`src/rtl/flash_seq_pkg.sv`:
```
// Shared types for the flash suspend sequencer.
// Assumes: commands are single bytes; one operation context at a time plus
// one nested byte write inside a suspended erase.
package flash_seq_pkg;

    localparam logic [7:0] CMD_ERASE_SETUP = 8'h20;
    localparam logic [7:0] CMD_CONFIRM     = 8'hD0;
    localparam logic [7:0] CMD_WRITE_SETUP = 8'h40;
    localparam logic [7:0] CMD_SUSPEND     = 8'hB0;
    localparam logic [7:0] CMD_RD_STATUS   = 8'h70;
    localparam logic [7:0] CMD_RD_ARRAY    = 8'hFF;
    localparam logic [7:0] CMD_CLR_STATUS  = 8'h50;

    typedef enum logic [3:0] {
        S_IDLE,
        S_ESETUP,
        S_WSETUP,
        S_ERUN,
        S_EPEND,
        S_ESUSP,
        S_WRUN,
        S_WPEND,
        S_WSUSP
    } seq_state_t;

    typedef struct packed {
        logic erase_setup;
        logic confirm;
        logic write_setup;
        logic suspend;
        logic rd_status;
        logic rd_array;
        logic clr_status;
    } cmd_kind_t;

endpackage

```
`src/rtl/fsq_cmd_decode.sv`:
```
// Command byte classifier.
// Turns a strobed byte into one flag per known command; all flags are 0
// when the strobe is low or the byte is not a known command.
module fsq_cmd_decode
    import flash_seq_pkg::*;
(
    input  logic      wr_en,
    input  logic [7:0] wr_cmd,
    output cmd_kind_t kind
);

    // Compare the byte against each command code, gated by the strobe.
    always_comb begin
        kind.erase_setup = wr_en && (wr_cmd == CMD_ERASE_SETUP);
        kind.confirm     = wr_en && (wr_cmd == CMD_CONFIRM);
        kind.write_setup = wr_en && (wr_cmd == CMD_WRITE_SETUP);
        kind.suspend     = wr_en && (wr_cmd == CMD_SUSPEND);
        kind.rd_status   = wr_en && (wr_cmd == CMD_RD_STATUS);
        kind.rd_array    = wr_en && (wr_cmd == CMD_RD_ARRAY);
        kind.clr_status  = wr_en && (wr_cmd == CMD_CLR_STATUS);
    end

endmodule

```
`src/rtl/fsq_timer.sv`:
```
// Loadable countdown timer.
// load sets the count to LEN; while run is high the count decrements and
// expire pulses in the run cycle where the count is 1. The count is held
// while run is low, which is how a suspended operation keeps its remainder.
module fsq_timer #(
    parameter int LEN = 16
) (
    input  logic clk,
    input  logic rst_n,
    input  logic load,
    input  logic run,
    output logic expire
);

    localparam int CW = $clog2(LEN + 1);

    logic [CW-1:0] cnt;

    // Count register: load has priority, otherwise decrement while running.
    always_ff @(posedge clk) begin
        if (!rst_n)
            cnt <= '0;
        else if (load)
            cnt <= CW'(LEN);
        else if (run && cnt != '0)
            cnt <= cnt - CW'(1);
    end

    // Expiry flag for the last running cycle.
    assign expire = run && (cnt == CW'(1));

endmodule

```
`src/rtl/fsq_ctrl.sv`:
```
// Sequencer state machine for erase, byte write, suspend and resume.
// Assumes timer expiry inputs come from fsq_timer instances driven by the
// run/load outputs here. Holds the erase-suspended context while a nested
// byte write runs, and defers an erase resume until that write completes.
module fsq_ctrl
    import flash_seq_pkg::*;
#(
    parameter int AW = 20
) (
    input  logic          clk,
    input  logic          rst_n,
    input  logic          wr_en,
    input  cmd_kind_t     kind,
    input  logic [AW-1:0] wr_addr,
    input  logic [AW-1:0] rd_addr,
    input  logic          e_done,
    input  logic          w_done,
    input  logic          l_done,
    output logic          e_load,
    output logic          w_load,
    output logic          l_load,
    output logic          e_run,
    output logic          w_run,
    output logic          l_run,
    output seq_state_t    st,
    output logic [7:0]    status,
    output logic          rd_status,
    output logic          rd_blocked
);

    seq_state_t    st_n;
    logic          esusp, esusp_n;
    logic          rpend, rpend_n;
    logic          rdst_n;
    logic          err, err_n;
    logic          wa_load;
    logic          defer;
    logic [AW-1:0] waddr;

    // Next-state and command legality per state.
    always_comb begin
        st_n    = st;
        esusp_n = esusp;
        rpend_n = rpend;
        rdst_n  = rd_status;
        err_n   = err;
        e_load  = 1'b0;
        w_load  = 1'b0;
        l_load  = 1'b0;
        wa_load = 1'b0;
        defer   = rpend || (esusp && kind.confirm);
        case (st)
            S_IDLE: begin
                if (kind.erase_setup)      st_n = S_ESETUP;
                else if (kind.write_setup) st_n = S_WSETUP;
                else if (kind.rd_status)   rdst_n = 1'b1;
                else if (kind.rd_array)    rdst_n = 1'b0;
                else if (kind.clr_status)  err_n = 1'b0;
            end
            S_ESETUP: begin
                if (wr_en) begin
                    rdst_n = 1'b1;
                    if (kind.confirm) begin
                        st_n   = S_ERUN;
                        e_load = 1'b1;
                    end else begin
                        st_n  = S_IDLE;
                        err_n = 1'b1;
                    end
                end
            end
            S_WSETUP: begin
                if (wr_en) begin
                    st_n    = S_WRUN;
                    w_load  = 1'b1;
                    wa_load = 1'b1;
                    rdst_n  = 1'b1;
                end
            end
            S_ERUN, S_EPEND: begin
                if (kind.rd_status) rdst_n = 1'b1;
                if (e_done) begin
                    st_n = S_IDLE;
                end else if (st == S_EPEND && l_done) begin
                    st_n    = S_ESUSP;
                    esusp_n = 1'b1;
                end else if (st == S_ERUN && kind.suspend) begin
                    st_n   = S_EPEND;
                    l_load = 1'b1;
                end
            end
            S_ESUSP: begin
                if (kind.rd_status)        rdst_n = 1'b1;
                else if (kind.rd_array)    rdst_n = 1'b0;
                else if (kind.confirm) begin
                    st_n    = S_ERUN;
                    esusp_n = 1'b0;
                    rdst_n  = 1'b1;
                end
                else if (kind.write_setup) st_n = S_WSETUP;
                else if (kind.suspend)     st_n = S_ESUSP;
                else if (wr_en)            err_n = 1'b1;
            end
            S_WRUN, S_WPEND: begin
                if (kind.rd_status) rdst_n = 1'b1;
                if (w_done) begin
                    if (!esusp) begin
                        st_n = S_IDLE;
                    end else if (defer) begin
                        st_n    = S_ERUN;
                        esusp_n = 1'b0;
                        rpend_n = 1'b0;
                    end else begin
                        st_n = S_ESUSP;
                    end
                end else begin
                    if (esusp && kind.confirm) rpend_n = 1'b1;
                    if (st == S_WPEND && l_done) begin
                        st_n = S_WSUSP;
                    end else if (st == S_WRUN && kind.suspend) begin
                        st_n   = S_WPEND;
                        l_load = 1'b1;
                    end
                end
            end
            S_WSUSP: begin
                if (kind.rd_status)     rdst_n = 1'b1;
                else if (kind.rd_array) rdst_n = 1'b0;
                else if (kind.confirm) begin
                    st_n   = S_WRUN;
                    rdst_n = 1'b1;
                end
                else if (wr_en)         err_n = 1'b1;
            end
            default: st_n = S_IDLE;
        endcase
    end

    // State, context flags and read mode registers.
    always_ff @(posedge clk) begin
        if (!rst_n) begin
            st        <= S_IDLE;
            esusp     <= 1'b0;
            rpend     <= 1'b0;
            rd_status <= 1'b0;
            err       <= 1'b0;
        end else begin
            st        <= st_n;
            esusp     <= esusp_n;
            rpend     <= rpend_n;
            rd_status <= rdst_n;
            err       <= err_n;
        end
    end

    // Captured target address of the current byte write.
    always_ff @(posedge clk) begin
        if (!rst_n)
            waddr <= '0;
        else if (wa_load)
            waddr <= wr_addr;
    end

    // Timer enables follow the running and pending states.
    assign e_run = (st == S_ERUN)  || (st == S_EPEND);
    assign w_run = (st == S_WRUN)  || (st == S_WPEND);
    assign l_run = (st == S_EPEND) || (st == S_WPEND);

    // Status word assembly from state and flags.
    assign status = {!(e_run || w_run), esusp, err, err, 1'b0,
                     (st == S_WSUSP), 2'b00};

    // Guard for array reads that hit the paused write location.
    assign rd_blocked = (st == S_WSUSP) && !rd_status && (rd_addr == waddr);

endmodule

```
`src/rtl/flash_susp_ctrl.sv`:
```
// Top of the flash program/erase suspend sequencer.
// Wires the command decoder, the sequencer and three timers (erase length,
// write length, suspend latency). Assumes wr_en is a one-cycle strobe per
// byte, synchronous to clk.
module flash_susp_ctrl
    import flash_seq_pkg::*;
#(
    parameter int AW        = 20,
    parameter int ERASE_CYC = 2000,
    parameter int WRITE_CYC = 40,
    parameter int SUSP_LAT  = 6
) (
    input  logic          clk,
    input  logic          rst_n,
    input  logic          wr_en,
    input  logic [7:0]    wr_cmd,
    input  logic [AW-1:0] wr_addr,
    input  logic [AW-1:0] rd_addr,
    output logic [7:0]    status,
    output logic          busy_n,
    output logic          rd_status,
    output logic          rd_blocked
);

    cmd_kind_t  kind;
    seq_state_t seq_state;
    logic e_load, w_load, l_load;
    logic e_run, w_run, l_run;
    logic e_done, w_done, l_done;

    fsq_cmd_decode u_dec (
        .wr_en  (wr_en),
        .wr_cmd (wr_cmd),
        .kind   (kind)
    );

    fsq_ctrl #(.AW(AW)) u_ctrl (
        .clk        (clk),
        .rst_n      (rst_n),
        .wr_en      (wr_en),
        .kind       (kind),
        .wr_addr    (wr_addr),
        .rd_addr    (rd_addr),
        .e_done     (e_done),
        .w_done     (w_done),
        .l_done     (l_done),
        .e_load     (e_load),
        .w_load     (w_load),
        .l_load     (l_load),
        .e_run      (e_run),
        .w_run      (w_run),
        .l_run      (l_run),
        .st         (seq_state),
        .status     (status),
        .rd_status  (rd_status),
        .rd_blocked (rd_blocked)
    );

    fsq_timer #(.LEN(ERASE_CYC)) u_erase_tmr (
        .clk(clk), .rst_n(rst_n), .load(e_load), .run(e_run), .expire(e_done)
    );

    fsq_timer #(.LEN(WRITE_CYC)) u_write_tmr (
        .clk(clk), .rst_n(rst_n), .load(w_load), .run(w_run), .expire(w_done)
    );

    fsq_timer #(.LEN(SUSP_LAT)) u_lat_tmr (
        .clk(clk), .rst_n(rst_n), .load(l_load), .run(l_run), .expire(l_done)
    );

    // Ready/busy pin mirrors the ready bit of the status word.
    assign busy_n = status[7];

endmodule

```
`config.mk`:
```
export PLATFORM = sky130hd
export DESIGN_NAME = flash_susp_ctrl
export DESIGN_NICKNAME = d
export VERILOG_FILES = /design/src/rtl/flash_seq_pkg.sv /design/src/rtl/fsq_cmd_decode.sv /design/src/rtl/fsq_timer.sv /design/src/rtl/fsq_ctrl.sv /design/src/rtl/flash_susp_ctrl.sv
export SDC_FILE = /design/constraint.sdc
export NUM_CORES = 1
export LEC_CHECK = 0
export BUFFER_PORTS_ARGS = -buffer_cell sky130_fd_sc_hd__buf_2
export CAP_MARGIN = 10
export CORE_MARGIN = 3
export CORE_UTILIZATION = 45
export CTS_CLUSTER_DIAMETER = 50
export DETAILED_ROUTE_END_ITERATION = 8
export PLACE_DENSITY = 0.74
export REMOVE_ABC_BUFFERS = 1
export SLEW_MARGIN = 20
export SYNTH_ARGS = -nofsm -noshare
export SYNTH_HDL_FRONTEND = slang
export SYNTH_HIERARCHICAL = 1
export SYNTH_SLANG_ARGS = --single-unit
export TNS_END_PERCENT = 1
```
`constraint.sdc`:
```
create_clock -name clk -period 4.8 [get_ports clk]
set_input_delay 0.24 -clock clk [delete_from_list [all_inputs] [get_ports clk]]
set_output_delay 0.24 -clock clk [all_outputs]
set_load 0.05 [all_outputs]
```
==> results of run 1 <==
sequential cells by signal, indices dropped and copies added (netlist names):
| signal | cells |
|---|---|
| u_erase_tmr/cnt | 11 |
| u_ctrl/err | 1 |
| u_ctrl/rd_status | 1 |
| u_ctrl/st | 4 |
| u_ctrl/waddr | 20 |
| u_ctrl/esusp | 1 |
| u_write_tmr/cnt | 6 |
| u_ctrl/rpend | 1 |
| u_lat_tmr/cnt | 3 |
area by class of cell:
cell class / count / share of cell area, %
well taps: 96 / 3.32
clock inverters: 1 / 0.242
repair buffers: 59 / 8.22
inverters: 20 / 2.07
clock buffers: 6 / 2.28
flip-flops and latches: 48 / 26.5
multi-input cells: 317 / 57.3
layout by cell type, fill, tap and decap left out, drive strengths merged, types with 3 or more instances in the layout:
cell type and instances:
a31oi 7, inv 19, and2 4, nor2b 6, buf 59, dfxtp 48
a21o 3, nor2 21, nand4b 3, or2 7, nand2b 11, conb 3
nand2 62, o31a 3, o21a 4, nor3 6, a32oi 3, a211o 4
clkbuf 6, and3 5, mux2i 7, a211oi 3, o31ai 6, a21oi 32
xor2 12, nor4 16, nand4 7, o21ai 7, xnor2 9, or4b 4
nand3b 6, a311oi 3, o311ai 3, nand3 4, ha 8, nor4b 3
worst reg2reg max path, stage by stage (launching register included):
cell and delay [ns]:
dfxtp_1 0.38, nor4_1 0.77, nand2_1 0.15, nor4_1 0.80, or3_1 0.19, o21ai_0 0.08, a2111o_1 0.41, nor2b_2 0.21
mux2i_1 0.19
metal layers:
metal	wire, microns	track usage (%)	part of all wire, %	vias to the layer above
li1	-	-	-	1554
met4	99	6.03	1.3	0
met5	0	0	0	-
met3	397	3.81	5.2	14
met2	3650	29.1	48	86
met1	3530	24.1	46	1468
worst paths after layout:
kind                                         from  slack, ns                           end
hold reg to reg      u_ctrl/waddr[9]$_SDFFE_PN0P_       0.47  u_ctrl/waddr[9]$_SDFFE_PN0P_
setup / recovery  u_erase_tmr/cnt[3]$_SDFFE_PP0P_       1.55     u_ctrl/st[0]$_SDFFE_PN0P_
setup reg to reg  u_erase_tmr/cnt[3]$_SDFFE_PP0P_       1.55     u_ctrl/st[0]$_SDFFE_PN0P_
hold / removal                         wr_addr[1]       0.17  u_ctrl/waddr[1]$_SDFFE_PN0P_
cells by family (layout without fill, tap and decap cells):
group	after synthesis	in the layout	share of synthesized area, %
mux	7	7	2.14
fa+ha+maj	8	8	3.06
compound gates	97	97	20.8
buf+inv	48	86	7.35
xor+xnor	21	21	5.63
simple gates	181	181	31.5
other cells	1	3	0.115
flops	48	48	29.4
power groups by stage:
stage	Sequential, mW	Combinational, mW	Clock, mW
6_report	0.467	0.266	0.253
5_1_grt	0.472	0.296	0.279
4_1_cts	0.466	0.262	0.259
3_5_place_dp	0.476	0.262	0
3_3_place_gp	0.474	0.261	0
2_1_floorplan	0.467	0.194	0
stage by stage:
step	area, sq um	utilization, %	total power, mW	worst slack, ns
6_report	3620	52.4	0.985	1.55
3_5_place_dp	3530	51.1	0.737	1.60
2_1_floorplan	3110	-	0.662	1.87
5_1_grt	3620	52.4	1.05	1.30
3_3_place_gp	3530	51.1	0.735	1.66
4_1_cts	3620	52.4	0.987	1.57
==> reports/results.txt, run 1 <==
CP Class: reg -> reg
Sw Ratio: 33.6%
Req. time, crit path: 5.04 ns
Slowest Stage Delay on Critical Path: 0.80 ns
routed len/inst: 14.0 microns
Arr. time, crit path: 3.49 ns
largest net degree at the start of global routing: 26
headroom to the max-slew limit: 35.7%
Skew-Pair Late Insertion Delay: 0.30 ns
worst-margin pin slew: 0.955 ns
Die Width: 91.2 microns
Max Fanout on Critical Path: 8
Worst Hold Class: in -> reg
Area contributors post-synth: dfxtp_1 29%, nand2_1 7.1%, a21oi_1 4.9%, xor2_1 3.2%, ha_1 3.1%
CP cell instances: nor4_1 -> nand2_1 -> nor4_1 -> or3_1 -> o21ai_0 -> a2111o_1 -> nor2b_2 -> mux2i_1
Hold WS: 0.167 ns
Row Count: 30
CTS Buf Count: 5
Post-CTS Setup Bufs: 0
Max Cap Viol: 0
CTS H-tree depth: 2
vias in the first global route: 2804
count of final setup violators: 0
router iterations before antenna repair: 6
Synth top area share: 29.4%
Final TNS setup: 0 ns
Remaining Overflow, GRT: 0
sequential cell area: 961 sq um
NetSw: 0.331 mW
final antenna-violating net count: 0
first-pass GRT wire length: 12.7 mm
WP depth: 8
most common cell in the netlist: nand2_1
FF+latch count, synth: 48
PwrDens: 272 mW/mm^2
via count: 3122
RSZ-0062 raised after global routing: no
clk root buf: clkbuf_8
leak pwr: 1.43 nW
fmax: 308 MHz
Post-DP HPWL: 5.61 mm
clock buffer depth: 2
Synth Flop Type: dfxtp_1
Filler Cell Count: 679
gr usage total: 18.1%
I/O pins: 62
most used cell, CP: nor4_1
Port Buf Inserts: 58
# diodes: 0
Tcrit/Tclk final: 67.7%
footprint of the multi-input gates: 0.00208 sq mm
min cycle time layout: 3.25 ns
fin cells: 547
Post-synth EDFFs: 0
Max Slew Vio Count: 0
Inst Count DP: 540
commonest cells in the synthesized netlist: 62 x nand2_1, 48 x dfxtp_1, 32 x a21oi_1
peak supply drop: 0.168 mV
CP Capture Type: register
Yosys cell types: 79
final hold violations: 0
Initial DRC Count: 246
R2R depth: 8
gate count after technology mapping: 411
via-per-instance ratio: 5.71
internal power: 0.654 mW
largest area contributor in the netlist: dfxtp_1
skew final: 0.00728 ns
Clk pin slew, worst setup/hold paths: 0.09 ns
status: complete, no violations
post-synthesis sequential area ratio: 29.4%
Die ar.: 0.00832 sq mm
fin nets: 510
Syn Area/Cell: 7.95 sq um
Hold Buf Count CTS: 0
Syn Std Cell Area: 0.00327 sq mm
hold path depth: 3
layout cells sized above 1: 20.6%
clk sinks: 48
asr flop ratio synth: 0%
Comb pwr share: 27.0%
Setup crit start kind: register
Routed Wire Length: 7.67 mm
critical path's top delay family: simple AND/OR/NAND/NOR gates
CTS resizes: 0
Clk network pwr share: 25.6%
Initial Utilization: 47.3%
Flop pwr share: 47.4%
Area Growth Syn to Fin: 10.8%
Vert. Die Dim: 91.2 microns
yosys warns: 6
Core Area: 0.00691 sq mm
Critical-path top delay cell: nor4_1
DRC Markers: 0
CTS tree: built
buffers and inverters on the worst path: 0
gpl congestion: 0.918
initial antenna violation count: 0
Power figures use the tool's default switching activity.
==> inputs of run 2 (changes only) <==
Clock period 4.8 ns to 3.2 ns, I/O delays scaled along.
==> run 2 against run 1 <==
Flip-flop and latch count is the same. Sequential power grew 47%. Sequential share of layout area shrank 0.59 points. Critical path type unchanged. Critical endpoint unchanged. Highest routed layer unchanged.
==> reports/results.txt, run 2 (synthesized netlist as in run 1, its figures left out) <==
reg2reg end: u_ctrl/st[0]$_SDFFE_PN0P_
Slowest Stage Delay on Critical Path: 0.65 ns (-0.15 ns)
Sw Ratio: 34.6% (+1.0 points)
Max Cap Viol: 0 (unchanged)
Row Count: 30 (unchanged)
Initial DRC Count: 249 (+1.2%)
clock buffer depth: 2 (unchanged)
CTS tree: built
final antenna-violating net count: 0 (unchanged)
gpl congestion: 0.945 (+3.0%)
Largest Register: u_ctrl/waddr
Setup crit start kind: register
DRC Markers: 0 (unchanged)
most frequent cells in the layout: 62 x nand2_1, 58 x buf_2, 48 x dfxtp_1
Post-DP HPWL: 5.85 mm (+4.2%)
hold path depth: 3 (unchanged)
Hold Buf Count CTS: 0 (unchanged)
CP Class: reg -> reg
reg2reg setup slack: 0.54 ns (-1.01 ns)
I/O pins: 62 (unchanged)
Core Area: 0.00691 sq mm (unchanged)
gr usage total: 19.3% (+1.2 points)
Port Buf Inserts: 58 (unchanged)
initial antenna violation count: 0 (unchanged)
Max Fanout on Critical Path: 13 (+5)
Comb pwr share: 29.1% (+2.1 points)
worst-margin pin slew: 0.850 ns (-0.105 ns)
# diodes: 0 (unchanged)
Die ar.: 0.00832 sq mm (unchanged)
Skew-Pair Late Insertion Delay: 0.31 ns (about the same)
Remaining Overflow, GRT: 0 (unchanged)
CTS Buf Count: 5 (unchanged)
Tcrit/Tclk final: 83.2% (+15 points)
NetSw: 0.526 mW (+59%)
worst r2r src: u_ctrl/st[0]$_SDFFE_PN0P_
final hold violations: 0 (unchanged)
fmax: 376 MHz (+22%)
DP Area: 0.00361 sq mm (+2.3%)
Clk pin slew, worst setup/hold paths: 0.09 ns (about the same)
largest net degree at the start of global routing: 26 (unchanged)
Req. time, crit path: 3.45 ns (-1.59 ns)
Post-CTS Setup Bufs: 0 (unchanged)
router iterations before antenna repair: 5 (-1)
Routed Wire Length: 8.03 mm (+4.7%)
Hold Crit Start: wr_addr[14]
status: complete, no violations
fin nets: 521 (+2.2%)
Critical-path top delay cell: dfxtp_1
peak supply drop: 0.331 mV (+96%)
layout cells sized above 1: 22.5% (+1.9 points)
CTS resizes: 0 (unchanged)
Arr. time, crit path: 2.91 ns (-0.58 ns)
Clk network pwr share: 25.8% (+0.2 points)
via-per-instance ratio: 5.64 (-1.2%)
Max Slew Vio Count: 0 (unchanged)
Final TNS setup: 0 ns (unchanged)
skew final: 0.00379 ns (-0.00349 ns)
R2R depth: 11 (+3)
via count: 3147 (+0.80%)
first-pass GRT wire length: 13.4 mm (+5.1%)
Filler Cell Count: 687 (+1.2%)
internal power: 0.994 mW (+52%)
RSZ-0062 raised after global routing: no
CP Capture Type: register
Die Width: 91.2 microns (unchanged)
min cycle time layout: 2.66 ns (-0.589 ns)
CTS H-tree depth: 2 (unchanged)
PwrDens: 410 mW/mm^2 (+51%)
vias in the first global route: 2887 (+3.0%)
leak pwr: 1.48 nW (+4.0%)
clk root buf: clkbuf_8
Design Area, Final: 0.00370 sq mm (+2.3%)
headroom to the max-slew limit: 43.2% (+7.4 points)
Worst Hold Class: in -> reg
biggest regs: u_ctrl/waddr x20, u_erase_tmr/cnt x11, u_write_tmr/cnt x6
Area Growth Syn to Fin: 13.3%
routed len/inst: 14.4 microns (+2.6%)
count of final setup violators: 0 (unchanged)
CP cell instances: and4bb_1 -> a31oi_1 -> inv_1 -> nand2_1 -> nor4_1 -> buf_4 -> or3_1 -> o21ai_0 -> a2111o_1 -> nor2b_2 -> mux2i_1
commonest non-fill, non-tap cell in the layout: nand2_1
number of flip-flops in the largest register: 20 (unchanged)
hold endpoint: u_ctrl/waddr[14]$_SDFFE_PN0P_
Flop pwr share: 45.1% (-2.3 points)
Initial Utilization: 47.3% (unchanged)
Vert. Die Dim: 91.2 microns (unchanged)
crit path from: u_ctrl/st[0]$_SDFFE_PN0P_
clk sinks: 48 (unchanged)
## run 2: cell count changes in the layout (fill, tap and decap cells not counted)
cell	delta
buf_4	+11
## run 2: metrics by stage
stage / hold slack (ns) / utilization (%) / cells / worst slack [ns] / power (mW)
floorplan: 0.277 / - / 385 / 0.349 / 0.992
global placement: 0.401 / 52.3 / 551 / 0.696 / 1.12
finish: 0.0744 / 53.6 / 558 / 0.538 / 1.52
detailed placement: 0.410 / 52.3 / 551 / 0.592 / 1.13
global route: 0.0787 / 53.6 / 558 / 0.319 / 1.60
CTS: 0.0730 / 53.6 / 558 / 0.544 / 1.52
## run 2: critical path, delay by kind of cell (launching register included)
family | cells | cell delay [ns]
compound gates | 3 | 0.54
buf+inv | 2 | 0.36
flops | 1 | 0.65
mux | 1 | 0.20
simple gates | 5 | 0.85
## run 2: how the worst max path moves through the flow
stage / end / depth (start not counted)
2_1_floorplan: rd_blocked / 5
3_3_place_gp: u_ctrl/st[0]$_SDFFE_PN0P_ / 11
6_report: u_ctrl/st[0]$_SDFFE_PN0P_ / 11
3_5_place_dp: u_ctrl/st[0]$_SDFFE_PN0P_ / 11
4_1_cts: u_ctrl/st[0]$_SDFFE_PN0P_ / 11
5_1_grt: u_ctrl/st[0]$_SDFFE_PN0P_ / 11
## run 2: routing by layer
layer,up-vias,global-route usage (%),share of wire (%)
met3,10,3.73,6.8
met5,-,0,0
li1,1586,-,-
met1,1440,26.7,46
met4,0,6.78,1.2
met2,111,29.8,46
## run 2: final cells by class
type	instances	area (sq um)	area share, %
Clock buffer	6	82.6	2.23
Sequential cell	48	961	25.9
Clock inverter	1	8.76	0.236
Inverter	20	75.1	2.03
Tap cell	96	120	3.24
Multi-Input combinational cell	317	2080	56.0
Timing Repair Buffer	70	380	10.3
## run 2: power by group through the flow
stage          Clock (mW)  Sequential [mW]  Combinational [mW]
2_1_floorplan           0            0.701               0.292
3_3_place_gp            0            0.698               0.427
3_5_place_dp            0            0.699               0.434
4_1_cts             0.397            0.685               0.435
5_1_grt             0.419            0.691               0.487
6_report            0.392            0.686               0.442
